--- src/rtl/flash_cmd_pkg.sv ---
package flash_cmd_pkg;

  typedef enum logic [2:0] {
    MD_READ    = 3'd0,
    MD_IDREAD  = 3'd1,
    MD_QUERY   = 3'd2,
    MD_BYPASS  = 3'd3,
    MD_BUFFER  = 3'd4,
    MD_SECURE  = 3'd5,
    MD_SUSPEND = 3'd6
  } mode_e;

  typedef enum logic [2:0] {
    OP_NONE       = 3'd0,
    OP_PROGRAM    = 3'd1,
    OP_CHIP_ERASE = 3'd2,
    OP_SECT_ERASE = 3'd3,
    OP_BUF_LOAD   = 3'd4,
    OP_BUF_COMMIT = 3'd5,
    OP_SUSPEND    = 3'd6,
    OP_RESUME     = 3'd7
  } op_e;

  typedef enum logic [3:0] {
    SQ_IDLE,
    SQ_UNL1,
    SQ_UNL2,
    SQ_PROG,
    SQ_ER_U1,
    SQ_ER_U2,
    SQ_ER_CMD,
    SQ_BUF_CNT,
    SQ_BUF_LOAD,
    SQ_BUF_CONF,
    SQ_ABT0,
    SQ_ABT1,
    SQ_ABT2,
    SQ_BYP_PROG,
    SQ_BYP_ER,
    SQ_EXIT
  } seq_e;

  localparam logic [7:0] C_UNL1    = 8'hAA;
  localparam logic [7:0] C_UNL2    = 8'h55;
  localparam logic [7:0] C_RESET   = 8'hF0;
  localparam logic [7:0] C_IDREAD  = 8'h90;
  localparam logic [7:0] C_QUERY   = 8'h98;
  localparam logic [7:0] C_PROG    = 8'hA0;
  localparam logic [7:0] C_ERASE   = 8'h80;
  localparam logic [7:0] C_CHIP    = 8'h10;
  localparam logic [7:0] C_SECT    = 8'h30;
  localparam logic [7:0] C_BUFWR   = 8'h25;
  localparam logic [7:0] C_BUFCONF = 8'h29;
  localparam logic [7:0] C_BYPASS  = 8'h20;
  localparam logic [7:0] C_SECURE  = 8'h88;
  localparam logic [7:0] C_SUSP    = 8'hB0;
  localparam logic [7:0] C_RESUME  = 8'h30;
  localparam logic [7:0] C_EXIT    = 8'h00;

endpackage

--- src/rtl/flash_cmd_classify.sv ---
module flash_cmd_classify #(
  parameter int ADDR_W   = 22,
  parameter int SECT_LSB = 16,
  parameter int CNT_W    = 5,
  localparam int SECT_W  = ADDR_W - SECT_LSB,
  localparam int PAGE_W  = ADDR_W - CNT_W
) (
  input  logic [ADDR_W-1:0] wr_addr,
  input  logic [7:0]        code,
  output logic              hit_a,
  output logic              hit_query,
  output logic              unlock1,
  output logic              unlock2,
  output logic [SECT_W-1:0] sector,
  output logic [PAGE_W-1:0] page
);
  import flash_cmd_pkg::*;

  localparam logic [SECT_LSB-1:0] ADR_A = SECT_LSB'(12'h555);
  localparam logic [SECT_LSB-1:0] ADR_B = SECT_LSB'(12'h2AA);
  localparam logic [SECT_LSB-1:0] ADR_Q = SECT_LSB'(12'h055);

  logic [SECT_LSB-1:0] low_addr;
  logic                hit_b;

  always_comb begin
    low_addr  = wr_addr[SECT_LSB-1:0];
    hit_a     = (low_addr == ADR_A);
    hit_b     = (low_addr == ADR_B);
    hit_query = (low_addr == ADR_Q);
    unlock1   = hit_a && (code == C_UNL1);
    unlock2   = hit_b && (code == C_UNL2);
    sector    = wr_addr[ADDR_W-1:SECT_LSB];
    page      = wr_addr[ADDR_W-1:CNT_W];
  end

endmodule

--- src/rtl/flash_cmd_buftrack.sv ---
module flash_cmd_buftrack #(
  parameter int ADDR_W   = 22,
  parameter int SECT_LSB = 16,
  parameter int CNT_W    = 5,
  localparam int SECT_W  = ADDR_W - SECT_LSB,
  localparam int PAGE_W  = ADDR_W - CNT_W
) (
  input  logic              clk,
  input  logic              rst_n,
  input  logic              start,
  input  logic              set_cnt,
  input  logic              load,
  input  logic [SECT_W-1:0] sector,
  input  logic [PAGE_W-1:0] page,
  input  logic [CNT_W-1:0]  wc_in,
  output logic              sector_hit,
  output logic              page_hit,
  output logic              last_load,
  output logic [CNT_W-1:0]  wc_q
);

  logic [SECT_W-1:0] sect_q;
  logic [PAGE_W-1:0] page_q;
  logic              page_vld_q;
  logic [CNT_W-1:0]  left_q;

  logic [PAGE_W-1:0] page_d;
  logic              page_vld_d;
  logic [CNT_W-1:0]  left_d;
  logic [CNT_W-1:0]  wc_d;
  logic [SECT_W-1:0] sect_d;

  always_comb begin
    sector_hit = (sector == sect_q);
    page_hit   = !page_vld_q || (page == page_q);
    last_load  = (left_q == '0);
  end

  always_comb begin
    sect_d     = sect_q;
    page_d     = page_q;
    page_vld_d = page_vld_q;
    left_d     = left_q;
    wc_d       = wc_q;
    if (start) begin
      sect_d = sector;
    end
    if (set_cnt) begin
      wc_d       = wc_in;
      left_d     = wc_in;
      page_vld_d = 1'b0;
    end else if (load) begin
      page_d     = page;
      page_vld_d = 1'b1;
      left_d     = left_q - 1'b1;
    end
  end

  always_ff @(posedge clk or negedge rst_n) begin
    if (!rst_n) begin
      sect_q     <= '0;
      page_q     <= '0;
      page_vld_q <= 1'b0;
      left_q     <= '0;
      wc_q       <= '0;
    end else begin
      if (start) begin
        sect_q <= sect_d;
      end
      if (set_cnt || load) begin
        page_q     <= page_d;
        page_vld_q <= page_vld_d;
        left_q     <= left_d;
        wc_q       <= wc_d;
      end
    end
  end

endmodule

--- src/rtl/flash_cmd_fsm.sv ---
module flash_cmd_fsm #(
  parameter int ADDR_W = 22,
  parameter int DATA_W = 16,
  parameter int CNT_W  = 5
) (
  input  logic              clk,
  input  logic              rst_n,
  input  logic              wr_en,
  input  logic              busy,
  input  logic [ADDR_W-1:0] wr_addr,
  input  logic [DATA_W-1:0] wr_data,
  input  logic              hit_a,
  input  logic              hit_query,
  input  logic              unlock1,
  input  logic              unlock2,
  input  logic              sector_hit,
  input  logic              page_hit,
  input  logic              last_load,
  input  logic [CNT_W-1:0]  wc_q,
  output logic              buf_start,
  output logic              buf_setcnt,
  output logic              buf_load,
  output logic [2:0]        mode,
  output logic              op_valid,
  output logic [2:0]        op_kind,
  output logic [ADDR_W-1:0] op_addr,
  output logic [DATA_W-1:0] op_data,
  output logic [CNT_W-1:0]  op_count,
  output logic              buf_abort
);
  import flash_cmd_pkg::*;

  seq_e  seq_q, seq_d;
  mode_e base_q, base_d;
  logic  susp_q, susp_d;
  logic  abort_q, abort_d;
  op_e   kind_d;
  op_e   kind_q;
  logic  valid_q;
  logic  [ADDR_W-1:0] addr_q;
  logic  [DATA_W-1:0] data_q;
  logic  [CNT_W-1:0]  count_q, count_d;
  logic  [7:0]        code;
  logic               wc_ok;
  logic               fire;

  assign code  = wr_data[7:0];
  assign wc_ok = (wr_data[DATA_W-1:CNT_W] == '0);

  always_comb begin
    seq_d      = seq_q;
    base_d     = base_q;
    susp_d     = susp_q;
    abort_d    = abort_q;
    kind_d     = OP_NONE;
    count_d    = '0;
    buf_start  = 1'b0;
    buf_setcnt = 1'b0;
    buf_load   = 1'b0;
    if (wr_en) begin
      if (busy) begin
        if ((code == C_SUSP) && !susp_q) begin
          kind_d = OP_SUSPEND;
          susp_d = 1'b1;
        end
      end else if (susp_q) begin
        if (code == C_RESUME) begin
          kind_d = OP_RESUME;
          susp_d = 1'b0;
        end
      end else begin
        case (seq_q)
          SQ_IDLE: begin
            case (base_q)
              MD_BYPASS: begin
                if (code == C_PROG)         seq_d = SQ_BYP_PROG;
                else if (code == C_ERASE)   seq_d = SQ_BYP_ER;
                else if (code == C_IDREAD)  seq_d = SQ_EXIT;
              end
              MD_IDREAD, MD_QUERY: begin
                if (code == C_RESET) base_d = MD_READ;
              end
              default: begin
                if (unlock1) begin
                  seq_d = SQ_UNL1;
                end else if ((base_q == MD_READ) && hit_query && (code == C_QUERY)) begin
                  base_d = MD_QUERY;
                end
              end
            endcase
          end
          SQ_UNL1: seq_d = unlock2 ? SQ_UNL2 : SQ_IDLE;
          SQ_UNL2: begin
            seq_d = SQ_IDLE;
            if (code == C_BUFWR) begin
              seq_d     = SQ_BUF_CNT;
              buf_start = 1'b1;
            end else if (hit_a) begin
              case (code)
                C_PROG:   seq_d = SQ_PROG;
                C_ERASE:  seq_d = SQ_ER_U1;
                C_IDREAD: begin
                  if (base_q == MD_SECURE) seq_d  = SQ_EXIT;
                  else                     base_d = MD_IDREAD;
                end
                C_BYPASS: begin
                  if (base_q == MD_READ) base_d = MD_BYPASS;
                end
                C_SECURE: base_d = MD_SECURE;
                default:  seq_d = SQ_IDLE;
              endcase
            end
          end
          SQ_PROG: begin
            kind_d = OP_PROGRAM;
            seq_d  = SQ_IDLE;
          end
          SQ_ER_U1: seq_d = unlock1 ? SQ_ER_U2 : SQ_IDLE;
          SQ_ER_U2: seq_d = unlock2 ? SQ_ER_CMD : SQ_IDLE;
          SQ_ER_CMD, SQ_BYP_ER: begin
            seq_d = SQ_IDLE;
            if ((code == C_CHIP) && (hit_a || (seq_q == SQ_BYP_ER))) kind_d = OP_CHIP_ERASE;
            else if (code == C_SECT)                                 kind_d = OP_SECT_ERASE;
          end
          SQ_BUF_CNT: begin
            if (sector_hit && wc_ok) begin
              seq_d      = SQ_BUF_LOAD;
              buf_setcnt = 1'b1;
            end else begin
              seq_d   = SQ_ABT0;
              abort_d = 1'b1;
            end
          end
          SQ_BUF_LOAD: begin
            if (sector_hit && page_hit) begin
              buf_load = 1'b1;
              kind_d   = OP_BUF_LOAD;
              if (last_load) seq_d = SQ_BUF_CONF;
            end else begin
              seq_d   = SQ_ABT0;
              abort_d = 1'b1;
            end
          end
          SQ_BUF_CONF: begin
            if (sector_hit && (code == C_BUFCONF)) begin
              kind_d  = OP_BUF_COMMIT;
              count_d = wc_q;
              seq_d   = SQ_IDLE;
            end else begin
              seq_d   = SQ_ABT0;
              abort_d = 1'b1;
            end
          end
          SQ_ABT0: seq_d = unlock1 ? SQ_ABT1 : SQ_ABT0;
          SQ_ABT1: seq_d = unlock2 ? SQ_ABT2 : SQ_ABT0;
          SQ_ABT2: begin
            if (code == C_RESET) begin
              seq_d   = SQ_IDLE;
              abort_d = 1'b0;
            end else begin
              seq_d = SQ_ABT0;
            end
          end
          SQ_BYP_PROG: begin
            kind_d = OP_PROGRAM;
            seq_d  = SQ_IDLE;
          end
          SQ_EXIT: begin
            seq_d = SQ_IDLE;
            if (code == C_EXIT) base_d = MD_READ;
          end
          default: seq_d = SQ_IDLE;
        endcase
      end
    end
  end

  assign fire = (kind_d != OP_NONE);

  always_ff @(posedge clk or negedge rst_n) begin
    if (!rst_n) begin
      seq_q   <= SQ_IDLE;
      base_q  <= MD_READ;
      susp_q  <= 1'b0;
      abort_q <= 1'b0;
      valid_q <= 1'b0;
      kind_q  <= OP_NONE;
      addr_q  <= '0;
      data_q  <= '0;
      count_q <= '0;
    end else begin
      seq_q   <= seq_d;
      base_q  <= base_d;
      susp_q  <= susp_d;
      abort_q <= abort_d;
      valid_q <= fire;
      kind_q  <= kind_d;
      if (fire) begin
        addr_q  <= wr_addr;
        data_q  <= wr_data;
        count_q <= count_d;
      end
    end
  end

  always_comb begin
    if (susp_q) begin
      mode = MD_SUSPEND;
    end else begin
      case (seq_q)
        SQ_BUF_CNT, SQ_BUF_LOAD, SQ_BUF_CONF,
        SQ_ABT0, SQ_ABT1, SQ_ABT2: mode = MD_BUFFER;
        default:                   mode = base_q;
      endcase
    end
  end

  assign op_valid  = valid_q;
  assign op_kind   = kind_q;
  assign op_addr   = addr_q;
  assign op_data   = data_q;
  assign op_count  = count_q;
  assign buf_abort = abort_q;

endmodule

--- src/rtl/flash_cmd_decoder.sv ---
module flash_cmd_decoder #(
  parameter int ADDR_W    = 22,
  parameter int DATA_W    = 16,
  parameter int SECT_LSB  = 16,
  parameter int BUF_WORDS = 32,
  localparam int CNT_W    = $clog2(BUF_WORDS),
  localparam int SECT_W   = ADDR_W - SECT_LSB,
  localparam int PAGE_W   = ADDR_W - CNT_W
) (
  input  logic              clk,
  input  logic              rst_n,
  input  logic              wr_en,
  input  logic [ADDR_W-1:0] wr_addr,
  input  logic [DATA_W-1:0] wr_data,
  input  logic              busy,
  output logic [2:0]        mode,
  output logic              op_valid,
  output logic [2:0]        op_kind,
  output logic [ADDR_W-1:0] op_addr,
  output logic [DATA_W-1:0] op_data,
  output logic [CNT_W-1:0]  op_count,
  output logic              buf_abort
);

  logic              hit_a, hit_query, unlock1, unlock2;
  logic [SECT_W-1:0] sector;
  logic [PAGE_W-1:0] page;
  logic              sector_hit, page_hit, last_load;
  logic [CNT_W-1:0]  wc_q;
  logic              buf_start, buf_setcnt, buf_load;

  flash_cmd_classify #(
    .ADDR_W(ADDR_W), .SECT_LSB(SECT_LSB), .CNT_W(CNT_W)
  ) u_class (
    .wr_addr   (wr_addr),
    .code      (wr_data[7:0]),
    .hit_a     (hit_a),
    .hit_query (hit_query),
    .unlock1   (unlock1),
    .unlock2   (unlock2),
    .sector    (sector),
    .page      (page)
  );

  flash_cmd_buftrack #(
    .ADDR_W(ADDR_W), .SECT_LSB(SECT_LSB), .CNT_W(CNT_W)
  ) u_buf (
    .clk        (clk),
    .rst_n      (rst_n),
    .start      (buf_start),
    .set_cnt    (buf_setcnt),
    .load       (buf_load),
    .sector     (sector),
    .page       (page),
    .wc_in      (wr_data[CNT_W-1:0]),
    .sector_hit (sector_hit),
    .page_hit   (page_hit),
    .last_load  (last_load),
    .wc_q       (wc_q)
  );

  flash_cmd_fsm #(
    .ADDR_W(ADDR_W), .DATA_W(DATA_W), .CNT_W(CNT_W)
  ) u_fsm (
    .clk        (clk),
    .rst_n      (rst_n),
    .wr_en      (wr_en),
    .busy       (busy),
    .wr_addr    (wr_addr),
    .wr_data    (wr_data),
    .hit_a      (hit_a),
    .hit_query  (hit_query),
    .unlock1    (unlock1),
    .unlock2    (unlock2),
    .sector_hit (sector_hit),
    .page_hit   (page_hit),
    .last_load  (last_load),
    .wc_q       (wc_q),
    .buf_start  (buf_start),
    .buf_setcnt (buf_setcnt),
    .buf_load   (buf_load),
    .mode       (mode),
    .op_valid   (op_valid),
    .op_kind    (op_kind),
    .op_addr    (op_addr),
    .op_data    (op_data),
    .op_count   (op_count),
    .buf_abort  (buf_abort)
  );

endmodule

--- config.mk ---
export PLATFORM = sky130hd
export DESIGN_NAME = flash_cmd_decoder
export DESIGN_NICKNAME = d
export VERILOG_FILES = /design/src/rtl/flash_cmd_pkg.sv /design/src/rtl/flash_cmd_classify.sv /design/src/rtl/flash_cmd_buftrack.sv /design/src/rtl/flash_cmd_fsm.sv /design/src/rtl/flash_cmd_decoder.sv
export SDC_FILE = /design/constraint.sdc
export NUM_CORES = 1
export LEC_CHECK = 0
export ABC_AREA = 0
export CORE_MARGIN = 2
export CORE_UTILIZATION = 57
export CTS_BUF_LIST = sky130_fd_sc_hd__clkbuf_4 sky130_fd_sc_hd__clkbuf_8 sky130_fd_sc_hd__clkbuf_16
export DETAILED_ROUTE_END_ITERATION = 10
export PLACE_DENSITY = 0.86
export SYNTH_ARGS = -nofsm -noshare
export SYNTH_HDL_FRONTEND = slang
export SYNTH_SLANG_ARGS = --single-unit
--- constraint.sdc ---
create_clock -name clk -period 8 [get_ports clk]
set_clock_uncertainty 0.15 [all_clocks]
set_input_delay 2.4 -clock clk [delete_from_list [all_inputs] [get_ports clk]]
set_output_delay 2.4 -clock clk [all_outputs]
set_load 0.01 [all_outputs]
Word level (Yosys, flattened, before mapping)

Cells that the tools add are included.

Mux-type cells: 76
Equality and inequality tests: 57
Add/subtract/negate cells: 1
Reduce and logical (&&, ||, !) cells: 35
Bitwise logic cells: 3

Operator list:

| operator             | count |
|---|---|
| $eq 8x8->1 const B   | 8 |
| $mux 3               | 21 |
| $pmux 4 s12          | 1 |
| $mux 4               | 11 |
| $mux 5               | 7 |
| $eq 4x4->1 const B   | 8 |
| $eq 8x6->1 const B   | 4 |
| $mux 1               | 26 |
| $pmux 3 s3           | 2 |
| $eq 17x17->1         | 1 |
| $eq 16x10->1 const B | 1 |
| $eq 16x11->1 const B | 1 |
| $eq 16x7->1 const B  | 1 |
| $eq 4x3->1 const B   | 4 |
| $reduce_and 14->1    | 1 |
| $ne 2x2->1 const B   | 6 |
| $ne 3x2->1 const B   | 4 |
| $pmux 3 s4           | 1 |
| $pmux 4 s3           | 1 |
| $logic_not 11->1     | 1 |
| $logic_and 1x1->1    | 9 |
| $ne 3x3->1 const B   | 3 |
| $eq 4x2->1 const B   | 2 |
| $eq 8x5->1 const B   | 1 |
| 31 further kinds     | 47 |

Register bits: 90
Logic and storage cells: 186

Depth between registers and ports, before layout

Gate-level depths: netlist of run 1.

Word-level depth: 10
Mapped depth: 10

By module

From an unflattened synthesis of run 1, not the netlist that was laid out.

Cells, all modules: 467
Area, all modules: 5,061.1 µm²

By module, submodules not included:

| module             | cells each | seq. area each (µm²) | area each (µm²) | times used |
|---|---|---|---|---|
| flash_cmd_fsm      | 293        | 1,401.3              | 3,064.2         | 1 |
| flash_cmd_buftrack | 128        | 850.8                | 1,655.3         | 1 |
| flash_cmd_classify | 46         | 0.0                  | 341.6           | 1 |

Least setup slack after synthesis of run 1

Ideal clock, no wire load.

Path type: input port to flip-flop
Start: input port wr_data[6]
End: register u_fsm.addr_q[10], in the netlist u_fsm.op_addr[10]
Slack: 3,314 ps
Arrival: 4,411 ps
Cell stages on the path: 10
Library setup time: 125 ps
Data required time: 7,725 ps
Buffers on the path: 3
Cells stage by stage: buf_6 > nor3_1 > nand2_1 > or4_1 > a21oi_1 > o311a_2 > or3_1 > buf_6 > buf_12 > mux2_4

Longest elaborated chain between the ends: 8

RTL lines:

| element                                            | line                                                            | text |
|---|---|---|
| start, declared                                    | flash_cmd_decoder.sv:14                                         | `input logic [DATA_W-1:0] wr_data,` |
| $eq 8x6->1 / $eq 8x5->1 (equally long branches)    | flash_cmd_fsm.sv:67, flash_cmd_fsm.sv:123, flash_cmd_fsm.sv:122 |  |
| $mux 2 / $logic_and 1x1->1 (equally long branches) | flash_cmd_fsm.sv:123, flash_cmd_fsm.sv:122                      |  |
| $mux 3                                             | flash_cmd_fsm.sv:122                                            | `if ((code == C_CHIP) && (hit_a \|\| (seq_q == SQ_BYP_ER))) kind_d = OP_CHIP_ERASE;` |
| $pmux 3 s4                                         | flash_cmd_fsm.sv:72                                             | `case (seq_q)` |
| $mux 3                                             | flash_cmd_fsm.sv:66                                             | `end else if (susp_q) begin` |
| $mux 3 (*)                                         | flash_cmd_fsm.sv:61                                             | `if (busy) begin` |
| $mux 3 (*)                                         | flash_cmd_fsm.sv:60                                             | `if (wr_en) begin` |
| net u_fsm.kind_d[1]                                | flash_cmd_fsm.sv:37                                             | `op_e kind_d;` |
| $reduce_bool 3->1 (*)                              | flash_cmd_fsm.sv:178                                            | `assign fire = (kind_d != OP_NONE);` |
| end signal, assigned                               | flash_cmd_fsm.sv:199                                            | `addr_q <= wr_addr;` |
| end, declared                                      | flash_cmd_fsm.sv:40                                             | `logic [ADDR_W-1:0] addr_q;` |

Mark *: on every way through the listed nets, which the timed path passes. The rest lies on a longest branch.
A chain may end at the register's enable or synchronous reset.

Final worst setup path of run 1

Start: input port wr_data[6]
End: register u_fsm.data_q[12], in the netlist u_fsm.op_data[12]

Longest elaborated chain between the ends: 8

RTL lines:

| element                                            | line                                                            | text |
|---|---|---|
| $eq 8x6->1 / $eq 8x5->1 (equally long branches)    | flash_cmd_fsm.sv:67, flash_cmd_fsm.sv:123, flash_cmd_fsm.sv:122 |  |
| $mux 2 / $logic_and 1x1->1 (equally long branches) | flash_cmd_fsm.sv:123, flash_cmd_fsm.sv:122                      |  |
| $mux 3                                             | flash_cmd_fsm.sv:122                                            |  |
| $pmux 3 s4                                         | flash_cmd_fsm.sv:72                                             |  |
| $mux 3                                             | flash_cmd_fsm.sv:66                                             |  |
| $mux 3 (*)                                         | flash_cmd_fsm.sv:61                                             |  |
| $mux 3 (*)                                         | flash_cmd_fsm.sv:60                                             |  |
| net u_fsm.kind_d[1]                                | flash_cmd_fsm.sv:37                                             |  |
| $reduce_bool 3->1 (*)                              | flash_cmd_fsm.sv:178                                            |  |
| end signal, assigned                               | flash_cmd_fsm.sv:200                                            | `data_q <= wr_data;` |
| end, declared                                      | flash_cmd_fsm.sv:41                                             | `logic [DATA_W-1:0] data_q;` |

Marks and branches as above.

==> impl_summary.log, run 1 <==
INFO  metric outcome = complete, no violations
INFO  metric crit_path_end_kind = flop
INFO  metric worst-slew-pin-transition = 1.07 ns
INFO  metric floorplan.die_area = 9480 um2
INFO  metric ir_drop = 115 uV
INFO  metric drt-wirelength-per-cell = 19.0 um
INFO  metric number_of_routed_nets_with_antenna_violations = 0
INFO  metric final_design_area_no_fill = 6070 um2
INFO  metric postSynth.asyncResetShare = 100%
INFO  metric power.density_cell_area = 212 nW/um2
INFO  metric synth_edf_count = 0
INFO  metric detailedPlacementHpwl = 8900 um
INFO  metric port-buffer-count = 92
INFO  metric synth_seq_cells = 90
INFO  metric dr.pass1.iters = 5
INFO  metric synth_cells = 453
INFO  metric first_iter_violations = 274
INFO  metric grtUsageTotal = 26.7%
INFO  metric synth-seq-area-share = 45.4%
INFO  metric finalNonFillerCells = 649
INFO  metric setup_violations = 0
INFO  metric cts.sinks = 90
INFO  metric cts_post_setup_buffers_inserted = 0
INFO  metric grt_pass1_vias = 4002
INFO  metric fin_nets = 580
INFO  metric drive_gt1_share = 15.9%
INFO  metric grt_start_max_net_pins = 65
INFO  metric clock_power_share = 23.7%
INFO  metric core_region_area = 8590 um2
INFO  metric num_io_pins = 93
INFO  metric synth_top_area_cell = sky130_fd_sc_hd__dfrtp_1
INFO  metric syn_area_per_cell = 11.0 um2
INFO  metric max_freq = 0.171 GHz
INFO  metric power = 1.29 mW
INFO  metric final_common_cell = sky130_fd_sc_hd__clkdlybuf4s50_1
INFO  metric synth_ff_type = sky130_fd_sc_hd__dfrtp_1
INFO  metric vias_per_cell = 6.10
INFO  metric grt_first_pass_wirelength = 20200 um
INFO  metric power_switching = 440 uW
INFO  metric htreeDepth = 3
INFO  metric p_int = 850 uW
INFO  metric clkSlewWorstSetupHoldPaths = 0.10 ns
INFO  metric critical_path_peak_fanout = 26
INFO  metric final_hold_violations = 0
INFO  metric combinationalPowerShare = 30.0%
INFO  metric crit_arrival = 5.96 ns
INFO  metric place.detailed.instances = 633
INFO  metric rsz0062_at_grt = no
INFO  metric timing.critical_path.required = 8.10 ns
INFO  metric vias = 3961
INFO  metric hp-class = reg2reg
INFO  metric insertion_delay = 0.37 ns
INFO  metric syn-cell-area = 4970 um2
INFO  metric post_cts.resized_instances = 0
INFO  metric share_of_the_core_filled_with_cells = 70.7%
INFO  metric period_needed = 5.85 ns
INFO  metric syn2layout_area_growth = 22.3%
INFO  metric layout.cells.most_common_list = sky130_fd_sc_hd__clkdlybuf4s50_1, sky130_fd_sc_hd__dfrtp_1, sky130_fd_sc_hd__nand2_1
INFO  metric clock_tree_from_tritoncts = yes
INFO  metric maxSlewViolCount = 0
INFO  metric global_route.overflow_total = 0
INFO  metric totalNegativeSetupSlack = 0 ns
INFO  metric critPathLaunch = wr_data[6]
INFO  metric r2r-start = u_fsm.seq_q[3]
INFO  metric antenna_cells = 0
INFO  metric seq_power_share = 46.3%
INFO  metric min_from = u_buf.wc_q[1]
INFO  metric power.share.switching = 34.1%
INFO  metric period_share = 73.1%
INFO  metric static_leakage = 2.65 nW
INFO  metric synth.yosys.warnings = 0
INFO  metric yosys.cell_types.count = 61
INFO  metric grt_antenna_before_repair = 0
INFO  metric setup.worst_path.class = in2reg
INFO  metric routabilityCongestion = 0.933
INFO  metric synth.top_cell.area_share = 45.4%
INFO  metric placement_rows = 34
INFO  metric max_cap_viol_count = 0
INFO  metric worstSetupStartpointType = input pin
INFO  metric cts.hold.buffers_added = 0
INFO  metric postPlaceCellArea = 5880 um2
INFO  metric synth_fp_nets = 497
INFO  metric initial_core_util = 57.8%
INFO  metric die_w = 97.3 um
INFO  metric cts_root_buffer = sky130_fd_sc_hd__clkbuf_8
INFO  metric drt_drc_violations_left = 0
INFO  metric synthTopCellsByArea = sky130_fd_sc_hd__dfrtp_1, sky130_fd_sc_hd__mux2_4, sky130_fd_sc_hd__mux2_2
INFO  metric cts-buffers-inserted = 9
INFO  metric cts_max_path_buffers = 2
INFO  metric wl = 12300 um
INFO  metric relSlewSlack = 27.8%
INFO  metric die_y = 97.3 um
-- routing by layer --
layer  vias up  track usage, %  routed length (um)
met2       180            43.7                5760
met3        22            5.68                 878
met1      1936            36.4                5460
met4         0            7.26                 201
met5         -               0                   0
li1       1823               -                   -
-- power by group through the flow --
stage | Clock, mW | Sequential (mW) | Combinational (mW)
floorplan | 0 | 0.572 | 0.241
global placement | 0 | 0.600 | 0.380
detailed placement | 0 | 0.600 | 0.384
CTS | 0.313 | 0.593 | 0.386
global route | 0.331 | 0.607 | 0.415
finish | 0.306 | 0.597 | 0.387
-- worst max-delay path: stages --
cell	delay (ns)
sky130_fd_sc_hd__clkdlybuf4s50_1	0.63
sky130_fd_sc_hd__nor3_1	0.45
sky130_fd_sc_hd__nand2_1	0.16
sky130_fd_sc_hd__or4_1	0.53
sky130_fd_sc_hd__a21oi_1	0.17
sky130_fd_sc_hd__o311a_2	0.20
sky130_fd_sc_hd__or3_2	0.52
sky130_fd_sc_hd__buf_4	0.50
sky130_fd_sc_hd__mux2_1	0.36
-- area by class of cell --
cell class | count | area [um2]
Clock buffer | 9 | 124
Fill cell | 628 | 2520
Tap cell | 108 | 135
Inverter | 12 | 45.0
Timing Repair Buffer | 95 | 941
Clock inverter | 7 | 70.1
Multi-Input combinational cell | 328 | 2500
Sequential cell | 90 | 2250
-- registers in the layout (all words and copies together), names as in the netlist --
register and flops:
u_fsm.op_count 5, u_buf.left_q 5, u_fsm.buf_abort 1, u_buf.wc_q 5, u_buf.page_vld_q 1, u_fsm.op_addr 22
u_fsm.op_data 16, u_fsm.base_q 3, u_buf.sect_q 6, u_fsm.op_kind 3, u_fsm.seq_q 4, u_buf.page_q 17
u_fsm.susp_q 1, u_fsm.op_valid 1
-- worst paths after layout --
path | endpoint | slack [ns] | depth (start not counted)
setup / recovery | u_fsm.op_data[12] | 2.15 | 9
hold / removal | u_buf.wc_q[1] | 0.34 | 2
setup reg to reg | u_fsm.op_data[12] | 4.26 | 8
hold reg to reg | u_buf.wc_q[1] | 0.34 | 2
max in group asynchronous | u_buf.page_q[14] | 4.84 | 2
min in group asynchronous | u_fsm.susp_q | 1.76 | 1
-- synthesized netlist by cell type (6+ instances only) --
cell type / count
sky130_fd_sc_hd__nor3_1: 8
sky130_fd_sc_hd__mux2_4: 30
sky130_fd_sc_hd__nand2_1: 49
sky130_fd_sc_hd__nand3_1: 14
sky130_fd_sc_hd__inv_1: 12
sky130_fd_sc_hd__a21oi_1: 11
sky130_fd_sc_hd__clkbuf_1: 12
sky130_fd_sc_hd__nor2_1: 16
sky130_fd_sc_hd__nand2b_1: 7
sky130_fd_sc_hd__nand4_1: 11
sky130_fd_sc_hd__mux2_2: 27
sky130_fd_sc_hd__o21ai_0: 20
sky130_fd_sc_hd__nor4_1: 13
sky130_fd_sc_hd__a31oi_1: 6
sky130_fd_sc_hd__mux2_1: 8
sky130_fd_sc_hd__xor2_1: 23
sky130_fd_sc_hd__dfrtp_1: 90
-- through the flow --
step                setup slack (ns)  hold WS (ns)
floorplan                       3.31         0.296
global placement                1.94         0.310
detailed placement              1.79         0.314
CTS                             2.20         0.339
global route                    2.01         0.362
finish                          2.15         0.340
-- cell families after synthesis --
group	after synthesis	share of synthesized area [%]
AO/OA/AOI/OAI	67	8.97
adder cells (fa/ha/maj)	2	0.504
XOR/XNOR	24	4.23
flip-flops	90	45.4
AND/OR/NAND/NOR	166	18.9
buffers and inverters	35	4.23
multiplexers	69	17.8
Power figures use the tool's default switching activity.
==> run 2, diff against run 1 <==
--- a/config.mk
+++ b/config.mk
@@ -7,10 +7,10 @@
 export LEC_CHECK = 0
 export ABC_AREA = 0
 export CORE_MARGIN = 2
-export CORE_UTILIZATION = 57
+export CORE_UTILIZATION = 48
 export CTS_BUF_LIST = sky130_fd_sc_hd__clkbuf_4 sky130_fd_sc_hd__clkbuf_8 sky130_fd_sc_hd__clkbuf_16
 export DETAILED_ROUTE_END_ITERATION = 10
-export PLACE_DENSITY = 0.86
+export PLACE_DENSITY = 0.77
 export SYNTH_ARGS = -nofsm -noshare
 export SYNTH_HDL_FRONTEND = slang
 export SYNTH_SLANG_ARGS = --single-unit
==> constraint.sdc (replaced) <==
create_clock -name clk -period 4.7 [get_ports clk]
set_clock_uncertainty 0.15 [all_clocks]
set_input_delay 1.41 -clock clk [delete_from_list [all_inputs] [get_ports clk]]
set_output_delay 1.41 -clock clk [all_outputs]
set_load 0.01 [all_outputs]
==> impl_summary.log, run 2 (synthesis gave the netlist of run 1 again) <==
INFO  metric htreeDepth = 3
INFO  metric grt_start_max_net_pins = 48
INFO  metric cts_root_buffer = sky130_fd_sc_hd__clkbuf_8
INFO  metric cts_max_path_buffers = 2
INFO  metric cts.hold.buffers_added = 0
INFO  metric critical_path_peak_fanout = 15
INFO  metric antenna_cells = 0
INFO  metric timing.critical_path.required = 3.14 ns
INFO  metric vias = 3936
INFO  metric fin_nets = 594
INFO  metric grt_pass1_vias = 3941
INFO  metric setup.worst_path.class = reg2out
INFO  metric relSlewSlack = 46.6%
INFO  metric worst_r2r_endpoint = u_fsm.op_addr[3]
INFO  metric cts.sinks = 90
INFO  metric insertion_delay = 0.37 ns
INFO  metric clock_tree_from_tritoncts = yes
INFO  metric num_io_pins = 93
INFO  metric number_of_routed_nets_with_antenna_violations = 0
INFO  metric first_iter_violations = 245
INFO  metric worst-path-buf-inv = 1
INFO  metric dr.pass1.iters = 4
INFO  metric syn2layout_area_growth = 25.6%
INFO  metric vias_per_cell = 5.70
INFO  metric grtUsageTotal = 23.4%
INFO  metric die_w = 106 um
INFO  metric clkSlewWorstSetupHoldPaths = 0.09 ns
INFO  metric min_from = u_fsm.op_data[13]
INFO  metric detailedPlacementHpwl = 9230 um
INFO  metric max_cap_viol_count = 0
INFO  metric cell_by_cell_listing_of_the_critical_path = nand2_1 > nor2_1 > a21oi_1 > nor2b_1 > and2_1 > clkdlybuf4s50_1
INFO  metric period_share = 85.9%
INFO  metric crit_path_end_kind = output port
INFO  metric power = 2.21 mW
INFO  metric hp-class = reg2reg
INFO  metric rsz0062_at_grt = no
INFO  metric cts_post_setup_buffers_inserted = 0
INFO  metric timing.hold.worst_endpoint = u_fsm.op_data[13]
INFO  metric reg2reg_slack = 1.70 ns
INFO  metric grt_antenna_before_repair = 0
INFO  metric ir_drop = 196 uV
INFO  metric drive_gt1_share = 18.0%
INFO  metric max_freq = 0.248 GHz
INFO  metric final_critical_path_setup_slack = 0.664 ns
INFO  metric layout.cells.most_common_list = sky130_fd_sc_hd__clkdlybuf4s50_1, sky130_fd_sc_hd__dfrtp_1, sky130_fd_sc_hd__nand2_1
INFO  metric core_region_area = 10200 um2
INFO  metric final_hold_violations = 0
INFO  metric cts-buffers-inserted = 9
INFO  metric postPlaceCellArea = 6040 um2
INFO  metric initial_core_util = 48.8%
INFO  metric critPathLaunch = u_fsm.seq_q[1]
INFO  metric worst_path_max_delay_cell = sky130_fd_sc_hd__dfrtp_1
INFO  metric worstSetupStartpointType = flop
INFO  metric final_common_cell = sky130_fd_sc_hd__clkdlybuf4s50_1
INFO  metric drt_drc_violations_left = 0
INFO  metric static_leakage = 2.73 nW
INFO  metric placement_rows = 37
INFO  metric worst-slew-pin-transition = 0.790 ns
INFO  metric port-buffer-count = 92
INFO  metric power.density_cell_area = 354 nW/um2
INFO  metric r2r-start = u_fsm.seq_q[1]
INFO  metric critical_path_depth = 6
INFO  metric maxSlewViolCount = 0
INFO  metric largest_reg_flops = 22
INFO  metric grt_first_pass_wirelength = 20400 um
INFO  metric routabilityCongestion = 0.895
INFO  metric critPathTopFamily = simple AND/OR/NAND/NOR gates
INFO  metric r2r_cells = 8
INFO  metric die_y = 106 um
INFO  metric totalNegativeSetupSlack = 0 ns
INFO  metric max_stage_delay = 0.64 ns
INFO  metric floorplan.die_area = 11200 um2
INFO  metric dpl_worst_slack = 0.262 ns
INFO  metric period_needed = 4.04 ns
INFO  metric post_cts.resized_instances = 0
INFO  metric drt-wirelength-per-cell = 18.0 um
INFO  metric whs_path_depth = 1
INFO  metric crit_arrival = 2.48 ns
INFO  metric global_route.overflow_total = 0
INFO  metric outcome = complete, no violations
INFO  metric setup_violations = 0
INFO  metric wl = 12500 um
INFO  metric final_design_area_no_fill = 6240 um2
## run 2: metal layers
layer / global-route usage (%) / share of wire (%) / vias up
met3: 5.57 / 6.6 / 14
met4: 6.11 / 1.4 / 0
met2: 38.2 / 47 / 139
met5: 0 / 0 / -
met1: 31.4 / 45 / 1917
li1: - / - / 1866
## run 2: report_power, final
group / internal [mW] / leakage (nW) / switching, mW / total, mW
logic: 0.385 / 1.48 / 0.325 / 0.710
clock network: 0.243 / 0.0995 / 0.284 / 0.527
registers: 0.871 / 1.15 / 0.102 / 0.973
total: 1.50 / 2.73 / 0.712 / 2.21
## run 2: cell type report
type / instances / area [um2]
timing repair buffer: 109 / 1070
multi-input combinational: 328 / 2500
fill: 855 / 3950
sequential: 90 / 2250
tap: 136 / 170
inverter: 12 / 45.0
clock buffer: 13 / 173
clock inverter: 3 / 21.3
## run 2: worst max-delay path by stage
stage	end	slack, ns
after CTS	u_fsm.op_addr[1]	0.65
final	mode[0]	0.66
after floorplan	u_fsm.op_addr[10]	1.00
after global routing	mode[0]	0.48
after detailed placement	u_fsm.op_addr[1]	0.26
after global placement	u_fsm.seq_q[0]	0.31
## run 2: stage by stage
stage | utilization (%) | hold slack [ns] | std cells
CTS | 61.2 | 0.342 | 691
detailed placement | 59.3 | 0.313 | 675
global route | 61.2 | 0.360 | 691
floorplan | - | 0.296 | 453
global placement | 59.3 | 0.309 | 675
finish | 61.2 | 0.339 | 691
## run 2: worst reg2reg max path, stage by stage (launching register included)
cell	delay [ns]
sky130_fd_sc_hd__dfrtp_1	0.56
sky130_fd_sc_hd__or4b_4	0.64
sky130_fd_sc_hd__nor3_2	0.12
sky130_fd_sc_hd__nand4_1	0.11
sky130_fd_sc_hd__o32a_1	0.26
sky130_fd_sc_hd__a311oi_1	0.26
sky130_fd_sc_hd__or3_2	0.22
sky130_fd_sc_hd__buf_12	0.21
sky130_fd_sc_hd__mux2_2	0.37
